<file path="config.mk">
export PLATFORM = sky130hd
export DESIGN_NAME = dmt_timer
export DESIGN_NICKNAME = d
export VERILOG_FILES = /design/src/rtl/dmt_pkg.sv /design/src/rtl/dmt_edge_sync.sv /design/src/rtl/dmt_counter.sv /design/src/rtl/dmt_flag.sv /design/src/rtl/dmt_timer.sv
export SDC_FILE = /design/constraint.sdc
export NUM_CORES = 1
export LEC_CHECK = 0
export CORE_UTILIZATION = 48
export CTS_CLUSTER_SIZE = 12
export DETAILED_ROUTE_END_ITERATION = 10
export GPL_TIMING_DRIVEN = 0
export PLACE_DENSITY = 0.95
export SETUP_SLACK_MARGIN = 0.15
export SKIP_LAST_GASP = 1
export SLEW_MARGIN = 5
export SYNTH_ARGS = -nofsm -noshare
export SYNTH_HDL_FRONTEND = slang
export SYNTH_SLANG_ARGS = --single-unit
</file>
<file path="constraint.sdc">
create_clock -name clk -period 7.1 [get_ports clk]
set_input_delay 1.42 -clock clk [delete_from_list [all_inputs] [get_ports clk]]
set_output_delay 1.42 -clock clk [all_outputs]
set_load 0.05 [all_outputs]
</file>
<file path="src/rtl/dmt_pkg.sv">
package dmt_pkg;

    parameter int unsigned DMT_W      = 16;
    parameter int unsigned DMT_SYNC_N = 2;

    typedef enum logic {
        MODE_CAPTURE = 1'b0,
        MODE_RELOAD  = 1'b1
    } dmt_mode_e;

    typedef struct packed {
        logic rise;
        logic fall;
    } dmt_edge_s;

    localparam int unsigned FLG_UF  = 0;
    localparam int unsigned FLG_CAP = 1;
    localparam int unsigned FLG_N   = 2;

    function automatic logic dmt_trigger(input dmt_edge_s e, input logic rise_sel);
        return rise_sel ? e.rise : e.fall;
    endfunction

endpackage

</file>
<file path="src/rtl/dmt_edge_sync.sv">
module dmt_edge_sync
    import dmt_pkg::*;
#(
    parameter int unsigned STAGES = DMT_SYNC_N
) (
    input  logic      clk,
    input  logic      rst,
    input  logic      async_i,
    output dmt_edge_s edge_o
);
    localparam int unsigned CHAIN = STAGES + 1;

    logic [CHAIN-1:0] chain_q;

    generate
        for (genvar i = 0; i < CHAIN; i++) begin : g_stage
            if (i == 0) begin : g_first
                always_ff @(posedge clk) begin
                    if (rst) chain_q[i] <= 1'b0;
                    else     chain_q[i] <= async_i;
                end
            end else begin : g_next
                always_ff @(posedge clk) begin
                    if (rst) chain_q[i] <= 1'b0;
                    else     chain_q[i] <= chain_q[i-1];
                end
            end
        end
    endgenerate

    always_comb begin
        edge_o.rise = chain_q[CHAIN-2] & ~chain_q[CHAIN-1];
        edge_o.fall = ~chain_q[CHAIN-2] & chain_q[CHAIN-1];
    end
endmodule

</file>
<file path="src/rtl/dmt_counter.sv">
module dmt_counter
    import dmt_pkg::*;
#(
    parameter int unsigned W = DMT_W
) (
    input  logic         clk,
    input  logic         rst,
    input  logic         wr_i,
    input  logic [W-1:0] wdata_i,
    input  logic         step_i,
    input  logic         reload_i,
    input  logic [W-1:0] reload_val_i,
    output logic [W-1:0] cnt_o,
    output logic         uflow_o
);
    logic [W-1:0] cnt_q;
    logic         at_zero;

    assign at_zero = (cnt_q == '0);
    assign uflow_o = step_i && !wr_i && at_zero;
    assign cnt_o   = cnt_q;

    always_ff @(posedge clk) begin
        if (rst) begin
            cnt_q <= '0;
        end else if (wr_i) begin
            cnt_q <= wdata_i;
        end else if (step_i) begin
            if (at_zero) cnt_q <= reload_i ? reload_val_i : '1;
            else         cnt_q <= cnt_q - 1'b1;
        end
    end
endmodule

</file>
<file path="src/rtl/dmt_flag.sv">
module dmt_flag (
    input  logic clk,
    input  logic rst,
    input  logic set_i,
    input  logic clr_i,
    output logic flag_o
);
    always_ff @(posedge clk) begin
        if (rst)        flag_o <= 1'b0;
        else if (set_i) flag_o <= 1'b1;
        else if (clr_i) flag_o <= 1'b0;
    end
endmodule

</file>
<file path="src/rtl/dmt_timer.sv">
module dmt_timer
    import dmt_pkg::*;
#(
    parameter int unsigned W = DMT_W
) (
    input  logic         clk,
    input  logic         rst,
    input  logic         tick_i,
    input  logic         run_i,
    input  logic         mode_i,
    input  logic         edge_sel_i,
    input  logic         pin_i,
    output logic         pin_o,
    input  logic         tmr_wr_i,
    input  logic [W-1:0] tmr_wdata_i,
    input  logic         reg_wr_i,
    input  logic [W-1:0] reg_wdata_i,
    input  logic [1:0]   flag_clr_i,
    input  logic         uf_irq_en_i,
    input  logic         cap_irq_en_i,
    output logic [W-1:0] tmr_o,
    output logic [W-1:0] reg_o,
    output logic         uf_flag_o,
    output logic         cap_flag_o,
    output logic         irq_o
);
    dmt_mode_e    mode;
    dmt_edge_s    pin_edge;
    logic         cap_evt;
    logic         uf_evt;
    logic [W-1:0] reg_q;
    logic         pin_q;
    logic [FLG_N-1:0] flg_set;
    logic [FLG_N-1:0] flg_q;
    logic [FLG_N-1:0] flg_en;

    assign mode = dmt_mode_e'(mode_i);

    dmt_edge_sync #(.STAGES(DMT_SYNC_N)) u_sync (
        .clk    (clk),
        .rst    (rst),
        .async_i(pin_i),
        .edge_o (pin_edge)
    );

    assign cap_evt = (mode == MODE_CAPTURE) && dmt_trigger(pin_edge, edge_sel_i);

    dmt_counter #(.W(W)) u_cnt (
        .clk         (clk),
        .rst         (rst),
        .wr_i        (tmr_wr_i),
        .wdata_i     (tmr_wdata_i),
        .step_i      (run_i && tick_i),
        .reload_i    (mode == MODE_RELOAD),
        .reload_val_i(reg_q),
        .cnt_o       (tmr_o),
        .uflow_o     (uf_evt)
    );

    // companion register: capture has priority over a software write
    always_ff @(posedge clk) begin
        if (rst)           reg_q <= '0;
        else if (cap_evt)  reg_q <= tmr_o;
        else if (reg_wr_i) reg_q <= reg_wdata_i;
    end

    always_ff @(posedge clk) begin
        if (rst)                                pin_q <= 1'b1;
        else if (uf_evt && mode == MODE_RELOAD) pin_q <= ~pin_q;
    end

    assign flg_set[FLG_UF]  = uf_evt;
    assign flg_set[FLG_CAP] = cap_evt;
    assign flg_en[FLG_UF]   = uf_irq_en_i;
    assign flg_en[FLG_CAP]  = cap_irq_en_i;

    generate
        for (genvar f = 0; f < FLG_N; f++) begin : g_flag
            dmt_flag u_flag (
                .clk   (clk),
                .rst   (rst),
                .set_i (flg_set[f]),
                .clr_i (flag_clr_i[f]),
                .flag_o(flg_q[f])
            );
        end
    endgenerate

    assign reg_o      = reg_q;
    assign pin_o      = pin_q;
    assign uf_flag_o  = flg_q[FLG_UF];
    assign cap_flag_o = flg_q[FLG_CAP];
    assign irq_o      = |(flg_q & flg_en);
endmodule

</file>
# Yosys cells after proc, flatten, opt, wreduce, memory -nomap -nowiden
# Index checks and enable logic that the tools add are counted.
# Widths: inputs -> output; s select.
# word_totals
in_bits,45
ff_bits,38
elab_cells,39
# op_classes
reduce_logical,12
n_mux,11
bitwise_logic,7
n_addsub,1
# op_table
operator,n
$mux 16,6
$logic_not 16->1,1
$sub 16x1->16 const B,1
$reduce_bool 2->1,4
$logic_and 1x1->1,5
$mux 1,5
$not 1->1,4
$and 1x1->1,2
$and 2x2->2,1
$reduce_or 2->1,1
$logic_not 1->1,1

# Logic depth before layout (Yosys ltp)
# depth
ltp_word,5
mapped_depth,8

# Modules after synthesis
# From an unflattened synthesis, not the netlist that was laid out.
# hier_totals
cells_unflattened,279
hier_area_um2,2381.0
# by_module_without_submodules
module,instances,area_per_inst_um2,seq_area_each_um2,cells_per_inst
dmt_counter,1,1352.5,320.3,181
dmt_timer,1,859.6,340.3,82
dmt_edge_sync,1,91.3,60.1,8
dmt_flag,2,38.8,20.0,4

# Least setup slack after synthesis
# Ideal clock, no wire load.
# synth_path
kind,input to output
startpoint,input uf_irq_en_i
endpoint,output irq_o
arrival_ns,1.843
stages,1
setup_slack_ns,3.837
path_buffers,0
path_cell_list,a22o_1
# synth_via
elab_chain_cells,2
# synth_lines
element,line,text
from (decl),dmt_timer.sv:19,"input logic uf_irq_en_i,"
$and 2x2->2,dmt_timer.sv:93,assign irq_o = |(flg_q & flg_en);
$reduce_or 2->1,dmt_timer.sv:93,
to (decl),dmt_timer.sv:25,output logic irq_o
# Every way passes these cells.

# Final worst setup path
# Same ends and word-level chain as after synthesis.

==> flow_summary.toml <==
[outcome]
status = "completed"

[global_route]
antenna_found_initial = 0
grt_usage_pct = 30.4
gr-total-overflow = 0
first_global_vias = 2207
grt_start_max_net_pins = 12
grt_pass1_wl_um = 11500

[cells_and_area]
layout-drive-gt1-share_pct = 7.46
ff_latch_area_um2 = 761
final_common_cell = "clkdlybuf4s50_1"
multiInputGateArea_um2 = 1270
area_growth_pct = 43.6
post-route-cell-area_um2 = 3150
final_nets = 381
fillers = 374
diodes = 0
layout_common_cells = "clkdlybuf4s50_1 (78), dfxtp_1 (38), nor2_1 (27)"

[logic_synthesis]
synthCells = 249
synth_ff_type = "dfxtp_1"
syn_avg_cell_area_um2 = 8.80
synthArstFlopShare_pct = 0
synth_enable_flop_cells = 0
ys_ff_latch = 38
syn_area_um2 = 2190
ys.warnings.count = 0
synth_nets = 296
synth-seq-area-share_pct = 34.7
synthDistinctLibCells = 49

[clocking]
cts_root_buf = "clkbuf_8"
insertion_delay_ns = 0.30
htree_levels = 2
cts.reportedPaths.clkPinSlew_ns = 0.07
cts-resized-gates = 0
cts.path.max_buffers = 2
numCtsBuffers = 5
cts_tree = "done"
hold_buffers = 0
cts_sinks = 38
cts_setup_buffers = 0

[floorplan]
coreArea_um2 = 4380
die_height_um = 69.6
num_rows = 24
die_x_um = 69.6
io-pin-count = 81
die_area_um2 = 4840
initial_core_util_pct = 50.0

[critical_path]
arrival_ns = 2.81
slowest_stage = "clkdlybuf4s50_1"
cp-end-kind = "output pin"
cp.required_ns = 5.68
start_kind = "input pin"
cpMostUsedCell = "clkdlybuf4s50_1"
worstSetupPathType = "input pin to output pin"
max_stage_delay_ns = 0.80
path_max_fanout = 1
worstPathCellList = "clkdlybuf4s50_1, a22o_1, clkdlybuf4s50_1"

[detailed_routing]
drt_iter0_drc = 239
highest_layer = "met4"
routed_wl_um = 7260
post_drt_wl_per_cell_um = 18.8
dr.pass1.iters = 5
wl_met3_um = 598
viasPerCell = 6.14
drc = 0
m1WireLength_um = 3140
wl_met2_um = 3440
antenna_left = 0
vias = 2378

[sta]
max_freq_mhz = 237
finalHoldViolCount = 0
tightest_slew_ns = 0.851
relSlewSlack_pct = 43.3
finalClockSkew_ns = 0.00683
slew_violations = 0
fin_crit_sh_pct = 59.5
grt_setup_unrepaired = "false"
setup_tns_ns = 0
final.min_clock_period_ns = 4.23
setup_violations = 0

[power]
ir_drop_mv = 0.133
power_density_nw_per_um2 = 203
p_leak_nw = 1.18

[worst_hold_path]
min-delay-path-class = "flip-flop to flip-flop"

[place]
gp_congestion = 0.951
portBuffers = 78
place_area_um2 = 3040
hpwl_um = 5030

[run]
cap_viol_max_count = 0
==> Yosys cell counts, drive strengths merged, types with 6 or more instances <==
library cell	n	area, µm²
o221ai	6	52.6
a211oi	24	180
nor2	27	101
buf	9	81.3
a22oi	9	67.6
inv	7	26.3
mux2i	18	180
nor4	10	77.6
a21oi	6	30.0
clkbuf	14	52.6
dfxtp	38	761
o32ai	6	52.6
nor3	10	50.1
==> routing by layer <==
layer	up-vias	track usage [%]
met4	0	8.62
met5	-	0
met2	134	49.7
li1	1124	-
met3	11	6.25
met1	1109	40.5
==> final timing paths <==
kind	start	end	slack (ns)	depth (start not counted)
setup / recovery	uf_irq_en_i	irq_o	2.87	3
hold / removal	u_sync.chain_q[0]$_SDFF_PP0_	u_sync.chain_q[1]$_SDFF_PP0_	0.47	1
setup reg to reg	u_cnt.cnt_o[0]$_SDFFE_PP0P_	u_cnt.cnt_o[11]$_SDFFE_PP0P_	4.52	8
hold reg to reg	u_sync.chain_q[0]$_SDFF_PP0_	u_sync.chain_q[1]$_SDFF_PP0_	0.47	1
==> critical path, delay by kind of cell <==
kind / cells / cell delay (ns)
AO/OA/AOI/OAI: 1 / 0.13
buffers and inverters: 2 / 1.25
==> cells by family after synthesis <==
kind of cell,after synthesis,share of synthesized area (%)
compound gates,70,23.8
buf+inv,31,7.48
fa+ha+maj,2,1.14
simple gates,82,21.4
xor+xnor,8,3.20
mux,18,8.22
flops,38,34.7
==> through the flow <==
stage	instances	hold slack [ns]	power [W]	worst slack, ns	util, %
6_report	387	0.469	0.000639	2.87	71.8
5_1_grt	387	0.480	0.000660	2.84	71.8
4_1_cts	387	0.468	0.000635	2.87	71.8
3_5_place_dp	379	0.451	0.000460	2.87	69.3
3_3_place_gp	379	0.419	0.000457	2.89	69.3
2_1_floorplan	249	0.414	0.000383	3.84	-
==> registers in the layout, indices dropped and copies added (netlist names) <==
register	flops
reg_o	16
u_cnt.cnt_o	16
u_sync.chain_q	3
g_flag.u_flag.flag_o	2
pin_o	1
==> report_power, final <==
part           switching [W]  leakage, nW  internal [W]  total [W]
clock              0.0000814       0.0575     0.0000982   0.000180
combinational       0.000124        0.805     0.0000907   0.000214
sequential         0.0000174        0.314      0.000228   0.000245
==> cell type report <==
class,count,share of cell area [%]
repair buffers,78,24.8
well taps,52,2.07
inverters,8,0.954
multi-input cells,180,40.2
flip-flops and latches,38,24.2
plain buffers,23,4.25
clock buffers,8,3.50
(Power assumes the default switching activity.)
